File: config.mk
export PLATFORM = sky130hd
export DESIGN_NAME = wp_cmd_gate
export DESIGN_NICKNAME = d
export VERILOG_FILES = /design/src/rtl/wp_gate_pkg.sv /design/src/rtl/wp_rst_sync.sv /design/src/rtl/wp_cs_edge.sv /design/src/rtl/wp_cmd_filter.sv /design/src/rtl/wp_cmd_gate.sv
export SDC_FILE = /design/constraint.sdc
export NUM_CORES = 1
export LEC_CHECK = 0
export BUFFER_PORTS_ARGS = -buffer_cell sky130_fd_sc_hd__buf_2
export CORE_AREA = 2 2 39 41
export DETAILED_ROUTE_END_ITERATION = 8
export DIE_AREA = 0 0 41 43
export MAX_ROUTING_LAYER = met4
export PLACE_DENSITY = 0.45
export RECOVER_POWER = 50
export REMOVE_ABC_BUFFERS = 1
export SETUP_SLACK_MARGIN = 0.4
export SYNTH_ARGS = -nofsm -noshare
export SYNTH_HDL_FRONTEND = slang
export SYNTH_SLANG_ARGS = --single-unit
File: constraint.sdc
create_clock -name clk -period 2.2 [get_ports clk]
set_input_delay 0.44 -clock clk [delete_from_list [all_inputs] [get_ports clk]]
set_output_delay 0.44 -clock clk [all_outputs]
set_load 0.01 [all_outputs]
File: src/rtl/wp_gate_pkg.sv
package wp_gate_pkg;
  localparam int CLS_W = 3;

  localparam logic [CLS_W-1:0] CLS_OTHER    = 3'd0;
  localparam logic [CLS_W-1:0] CLS_PROGRAM  = 3'd1;
  localparam logic [CLS_W-1:0] CLS_ERASE    = 3'd2;
  localparam logic [CLS_W-1:0] CLS_PREG_WR  = 3'd3;
  localparam logic [CLS_W-1:0] CLS_PROT_EN  = 3'd4;
  localparam logic [CLS_W-1:0] CLS_LOCKDOWN = 3'd5;

  typedef enum logic [1:0] {
    GS_IDLE,
    GS_OPEN,
    GS_DONE,
    GS_DROP
  } gate_state_e;
endpackage

File: src/rtl/wp_rst_sync.sv
module wp_rst_sync #(
  parameter int STAGES = 2
) (
  input  logic clk,
  input  logic rst_n,
  output logic rst_n_sync
);
  logic [STAGES-1:0] sync_q;

  always_ff @(posedge clk or negedge rst_n) begin
    if (!rst_n) sync_q <= '0;
    else        sync_q <= {sync_q[STAGES-2:0], 1'b1};
  end

  assign rst_n_sync = sync_q[STAGES-1];
endmodule

File: src/rtl/wp_cs_edge.sv
module wp_cs_edge (
  input  logic clk,
  input  logic rst_n,
  input  logic cs_n,
  output logic cs_start
);
  logic cs_q;

  // Reset to "low" so a chip select held low through reset never opens a transaction.
  always_ff @(posedge clk or negedge rst_n) begin
    if (!rst_n) cs_q <= 1'b0;
    else        cs_q <= cs_n;
  end

  assign cs_start = cs_q & ~cs_n;
endmodule

File: src/rtl/wp_cmd_filter.sv
module wp_cmd_filter
  import wp_gate_pkg::*;
(
  input  logic [CLS_W-1:0] cls,
  input  logic             wp_active,
  output logic             blocked
);
  logic guarded;

  always_comb begin
    unique case (cls)
      CLS_PROGRAM, CLS_ERASE, CLS_PREG_WR: guarded = 1'b1;
      default:                             guarded = 1'b0;
    endcase
  end

  assign blocked = wp_active & guarded;
endmodule

File: src/rtl/wp_cmd_gate.sv
module wp_cmd_gate
  import wp_gate_pkg::*;
#(
  parameter int RST_STAGES = 2
) (
  input  logic             clk,
  input  logic             rst_n,
  input  logic             cs_n,
  input  logic             wp_n,
  input  logic             cmd_valid,
  input  logic [CLS_W-1:0] cmd_class,
  output logic             cmd_accept,
  output logic             cmd_ignore,
  output logic             preg_lock
);
  logic        rst_n_int;
  logic        cs_start;
  logic        blocked;
  gate_state_e state_q, state_d;
  logic        accept_q, accept_d;
  logic        held_q, held_d;
  logic        pin_lock_q;

  wp_rst_sync #(.STAGES(RST_STAGES)) rst_sync_i (
    .clk(clk), .rst_n(rst_n), .rst_n_sync(rst_n_int)
  );

  wp_cs_edge cs_edge_i (
    .clk(clk), .rst_n(rst_n_int), .cs_n(cs_n), .cs_start(cs_start)
  );

  wp_cmd_filter filter_i (
    .cls(cmd_class), .wp_active(~wp_n), .blocked(blocked)
  );

  always_comb begin
    state_d  = state_q;
    accept_d = 1'b0;
    held_d   = held_q;
    unique case (state_q)
      GS_IDLE: if (cs_start) state_d = GS_OPEN;
      GS_OPEN: begin
        if (cs_n) begin
          state_d = GS_IDLE;
        end else if (cmd_valid) begin
          state_d  = blocked ? GS_DROP : GS_DONE;
          accept_d = ~blocked;
          held_d   = ~wp_n;
        end
      end
      GS_DONE, GS_DROP: if (cs_n) state_d = GS_IDLE;
      default: state_d = GS_IDLE;
    endcase
    if (state_d == GS_IDLE) held_d = 1'b0;
  end

  always_ff @(posedge clk or negedge rst_n_int) begin
    if (!rst_n_int) begin
      state_q    <= GS_IDLE;
      accept_q   <= 1'b0;
      held_q     <= 1'b0;
      pin_lock_q <= 1'b0;
    end else begin
      state_q    <= state_d;
      accept_q   <= accept_d;
      held_q     <= held_d;
      pin_lock_q <= ~wp_n;
    end
  end

  assign cmd_accept = accept_q;
  assign cmd_ignore = (state_q == GS_DROP);
  assign preg_lock  = pin_lock_q | held_q;


  accept_pulse_chk: assert property (@(posedge clk) disable iff (!rst_n_int)
    cmd_accept |=> !cmd_accept);


  accept_cause_chk: assert property (@(posedge clk) disable iff (!rst_n_int)
    cmd_accept |-> ($past(cmd_valid) && !$past(cs_n)));


  protected_drop_chk: assert property (@(posedge clk) disable iff (!rst_n_int)
    (cmd_valid && !wp_n && (cmd_class == CLS_PROGRAM || cmd_class == CLS_ERASE
                            || cmd_class == CLS_PREG_WR)) |=> !cmd_accept);


  ignore_hold_chk: assert property (@(posedge clk) disable iff (!rst_n_int)
    (cmd_ignore && !cs_n) |=> cmd_ignore);


  ignore_release_chk: assert property (@(posedge clk) disable iff (!rst_n_int)
    cs_n |=> !cmd_ignore);


  pin_lock_chk: assert property (@(posedge clk) disable iff (!rst_n_int)
    !wp_n |=> preg_lock);


  accept_ignore_excl_chk: assert property (@(posedge clk) disable iff (!rst_n_int)
    !(cmd_accept && cmd_ignore));
endmodule

## Word-level counts from Yosys, hierarchy flattened

Cells that the tools add are included.

- Bits in registers: 8
- Input port bits: 8
- Output and inout port bits: 3
- Word-level logic and storage cells: 40

- Eq/ne operators: 7
- Muxes and demuxes: 14
- Bitwise operators: 6
- Reductions and logical operators: 7

Operator list:

| kind | number |
|---|---|
| $mux 1 | 9 |
| $mux 2 | 4 |
| $eq 3x2->1 const B | 2 |
| $pmux 2 s3 | 1 |
| $eq 2x2->1 const B | 2 |
| $logic_not 2->1 | 2 |
| $reduce_bool 2->1 | 2 |
| $eq 3x1->1 const B | 1 |
| $not 1->1 | 3 |
| $reduce_and 3->1 | 1 |
| $reduce_or 3->1 | 1 |
| $and 1x1->1 | 2 |
| $eq 2x1->1 const B | 1 |
| $ne 2x1->1 const B | 1 |
| $reduce_or 2->1 | 1 |
| $or 1x1->1 | 1 |

## Longest topological paths before layout

- Depth after elaboration: 11
- Mapped depth: 3
- Gate-level depth less buffers: 3

## Cells and area by module

From an unflattened synthesis, not the netlist that was laid out.

- Cell total of the unflattened synthesis: 25
- Area, all modules: 321.6 sq um

By module, submodules not included:

| module | instances | cells each | area an instance (sq um) | sequential area each (sq um) |
|---|---|---|---|---|
| wp_cmd_gate | 1 | 18 | 212.7 | 125.1 |
| wp_rst_sync | 1 | 3 | 53.8 | 50.0 |
| wp_cs_edge | 1 | 2 | 38.8 | 25.0 |
| wp_cmd_filter | 1 | 2 | 16.3 | 0.0 |

## Worst setup path after synthesis

OpenSTA, ideal clock, no wires.

- Kind: register -> output
- From: register held_q
- To: output preg_lock
- Arrival time: 0.679 ns
- Data required time: 1.760 ns
- Slack: 1.081 ns
- Stages on the path, launching flop included: 2
- Path buffers: 0
- Cell sequence: dfrtp_1 or2_2

- Longest elaborated chain between the ends: 1

Ends and longest elaborated chain:

| item | RTL line | text |
|---|---|---|
| start, declared | wp_cmd_gate.sv:21 | `logic held_q, held_d;` |
| start signal, assigned | wp_cmd_gate.sv:66 | `held_q <= held_d;` |
| $or 1x1->1 | wp_cmd_gate.sv:73 | `assign preg_lock = pin_lock_q \| held_q;` |
| end, declared | wp_cmd_gate.sv:14 | `output logic preg_lock` |

No other way between the ends.

## Worst setup path after layout

Ends and elaborated chain as after synthesis.

==> results_dict.tcl <==
set metrics [dict create \
    cts_repair_resizes 0 \
    finalWeightedCongestion 0.691 \
    final_min_period_over_clock_period_pct 69.0 \
    post-cts-setup-buffer-count 0 \
    floorplan.core_area_sq_um 1380 \
    antennaDiodeCount 0 \
    drive_gt1_share_pct 35.9 \
    global_route.usage.total_pct 8.75 \
    cts-root-to-sink-buffers 2 \
    number_of_cells_on_the_worst_reg_to_reg_path 2 \
    clkLatencyLatePin_ns 0.26 \
    count_of_maximum_capacitance_violations 0 \
    drt_wl_total_um 592 \
    fmaxAchievable_mhz 659 \
    holdCritPathClass "register to async pin" \
    netlist.area_leader.share_pct 64.8 \
    worst-endpoint-arrival_ns 1.08 \
    dp_hpwl_um 447 \
    timing.final.setup_violations 0 \
    r2r_slack_ns 1.06 \
    number_of_antenna_violations_at_the_first_check_in_global_routing 0 \
    worst_r2r_endpoint "state_q[0]" \
    run_status "finished clean" \
    path_clk_slew_ns 0.06 \
    nNetsFinal 49 \
    chipHeight_um 43 \
    final_hold_viol_count 0 \
    grt_overflow 0 \
    synth_sequential_area_ratio_pct 64.8 \
    unrepaired_setup_endpoints_after_global_routing "no" \
    netlist_instances 25 \
    synth_top_cells_by_area "sky130_fd_sc_hd__dfrtp_1 (65%), sky130_fd_sc_hd__nor2_1 (3.6%), sky130_fd_sc_hd__and3b_2 (3.2%)" \
    grt_first_pass_wirelength_um 952 \
    yosysWarningCount 0 \
    htree_levels 1 \
    timing.final.crit_period_ns 1.52 \
    drc_errors 0 \
    finClkSkew_ns 0.0112 \
    detail_route.vias_per_cell 4.38 \
    timing.critical_path.fanout_max 3 \
    r2r-start "state_q[0]" \
    cts_made_buffers 3 \
    num_io_pins 11 \
    yosys.cell_types.count 16 \
    irDropWorstVdd_mv 0.341 \
    cp-endpoint "preg_lock" \
    start_kind "register" \
    setup-tns-final_ns 0 \
    place.port_buffers 10 \
    routed-via-count 241 \
    synth_seq_cells 8 \
    die_area_sq_um 1760 \
    synth.largest_area_cell "sky130_fd_sc_hd__dfrtp_1" \
    drtIter0Drc 0 \
    worst_setup_path_end_kind "primary output" \
    clock_tree_from_tritoncts "done" \
    average_wire_length_per_cell_after_detail_routing_um 10.8 \
    initial_core_utilization_pct 22.3 \
    worstSetupStartpoint "held_q" \
    ant_nets 0 \
    power-per-cell-area_nw_per_um2 745 \
    drtPass1Iterations 1 \
    cp.required_ns 1.76 \
    floorplan.die.width_um 41 \
    num_rows 14 \
    power_leakage_nw 0.205 \
    netlist_area_sq_um 309 \
    slew_viol_final 0 \
    clock_tree_root_driver_cell "sky130_fd_sc_hd__clkbuf_4" \
    maximum_number_of_pins_on_one_net_before_global_route_repair 8 \
    final_util_pct 29.6 \
    synthToLayoutAreaGrowth_pct 32.4 \
    syn_avg_cell_area_sq_um 12.4 \
    numClockSinks 8 \
    timing.setup.critical_path_class "register to primary output" \
    layout.cells.most_common_list "sky130_fd_sc_hd__dfrtp_1 (8), sky130_fd_sc_hd__buf_2 (8), sky130_fd_sc_hd__nor2_1 (3), sky130_fd_sc_hd__clkbuf_4 (3), sky130_fd_sc_hd__clkbuf_1 (2)" \
    grt_pass1_vias 235 \
]
-- cell families after synthesis --
kind of cell,after synthesis,synth area share (%)
and+or+nand+nor,9,19.0
DFF,8,64.8
AOI/OAI and AO/OA,6,13.8
buffers and inverters,1,1.21
other,1,1.21
-- synth_stat cells --
cell                       n
sky130_fd_sc_hd__o31a_1    1
sky130_fd_sc_hd__o21a_1    1
sky130_fd_sc_hd__and3b_2   1
sky130_fd_sc_hd__dfrtp_1   8
sky130_fd_sc_hd__o21bai_1  1
sky130_fd_sc_hd__conb_1    1
sky130_fd_sc_hd__a311oi_1  1
sky130_fd_sc_hd__and2_2    1
sky130_fd_sc_hd__nor2_1    3
sky130_fd_sc_hd__or4b_1    1
sky130_fd_sc_hd__nor2b_1   1
sky130_fd_sc_hd__a21oi_1   1
sky130_fd_sc_hd__or2_2     1
sky130_fd_sc_hd__or2b_1    1
sky130_fd_sc_hd__o21ai_0   1
sky130_fd_sc_hd__inv_1     1
-- power by group --
| part | switching, W | internal, W |
|---|---|---|
| Combinational | 0.0000128 | 0.0000155 |
| Sequential | 0.00000883 | 0.000156 |
| Clock | 0.0000491 | 0.0000624 |
-- layout make-up --
| class | instances | area [sq um] |
|---|---|---|
| Tap cell | 16 | 20.0 |
| Fill cell | 159 | 975 |
| Sequential cell | 8 | 200 |
| Clock buffer | 3 | 22.5 |
| Timing Repair Buffer | 11 | 57.6 |
| Multi-Input combinational cell | 16 | 105 |
| Inverter | 1 | 3.75 |
-- how the worst min path moves through the flow --
| stage | to | cells after the start | slack (ns) |
|---|---|---|---|
| CTS | cmd_accept | 0 | 0.09 |
| global placement | cmd_accept | 0 | 0.10 |
| floorplan | cmd_accept | 0 | 0.07 |
| detailed placement | cs_edge_i.cs_q | 0 | 0.11 |
| global route | cmd_accept | 0 | 0.12 |
| finish | cmd_accept | 0 | 0.08 |
-- worst max-delay path, stage by stage, from the launching register on --
cell and delay, ns:
sky130_fd_sc_hd__dfrtp_1 0.40, sky130_fd_sc_hd__or2_2 0.29, sky130_fd_sc_hd__buf_2 0.14
-- routing by layer --
metal,track usage (%),part of all wire [%]
met1,9.03,43
met2,11.3,47
met3,7.85,10
met4,4.00,0
met5,-,0
-- registers in the layout (all words and copies together), names as in the netlist --
signal and cells:
pin_lock_q 1, cmd_accept 1, held_q 1, cs_edge_i.cs_q 1
rst_sync_i.sync_q 2, state_q 2
-- repair_timing --
| item | in CTS | in global routing |
|---|---|---|
| setup endpoints to repair | 0 | 0 |
| hold buffers | 1 | 0 |
| endpoints found under the hold margin | 2 | 0 |
-- stage by stage --
step                      total power [W]  cell area (sq um)  setup slack (ns)  hold slack [ns]  cells
after floorplan                  0.000180                309              1.08           0.0678     25
after global placement           0.000193                379             0.978            0.101     51
after detailed placement         0.000195                379             0.957            0.106     51
after CTS                        0.000310                412             0.672           0.0926     55
after global routing             0.000325                409             0.651            0.122     55
final                            0.000305                409             0.683           0.0828     55
(Power assumes the default switching activity.)
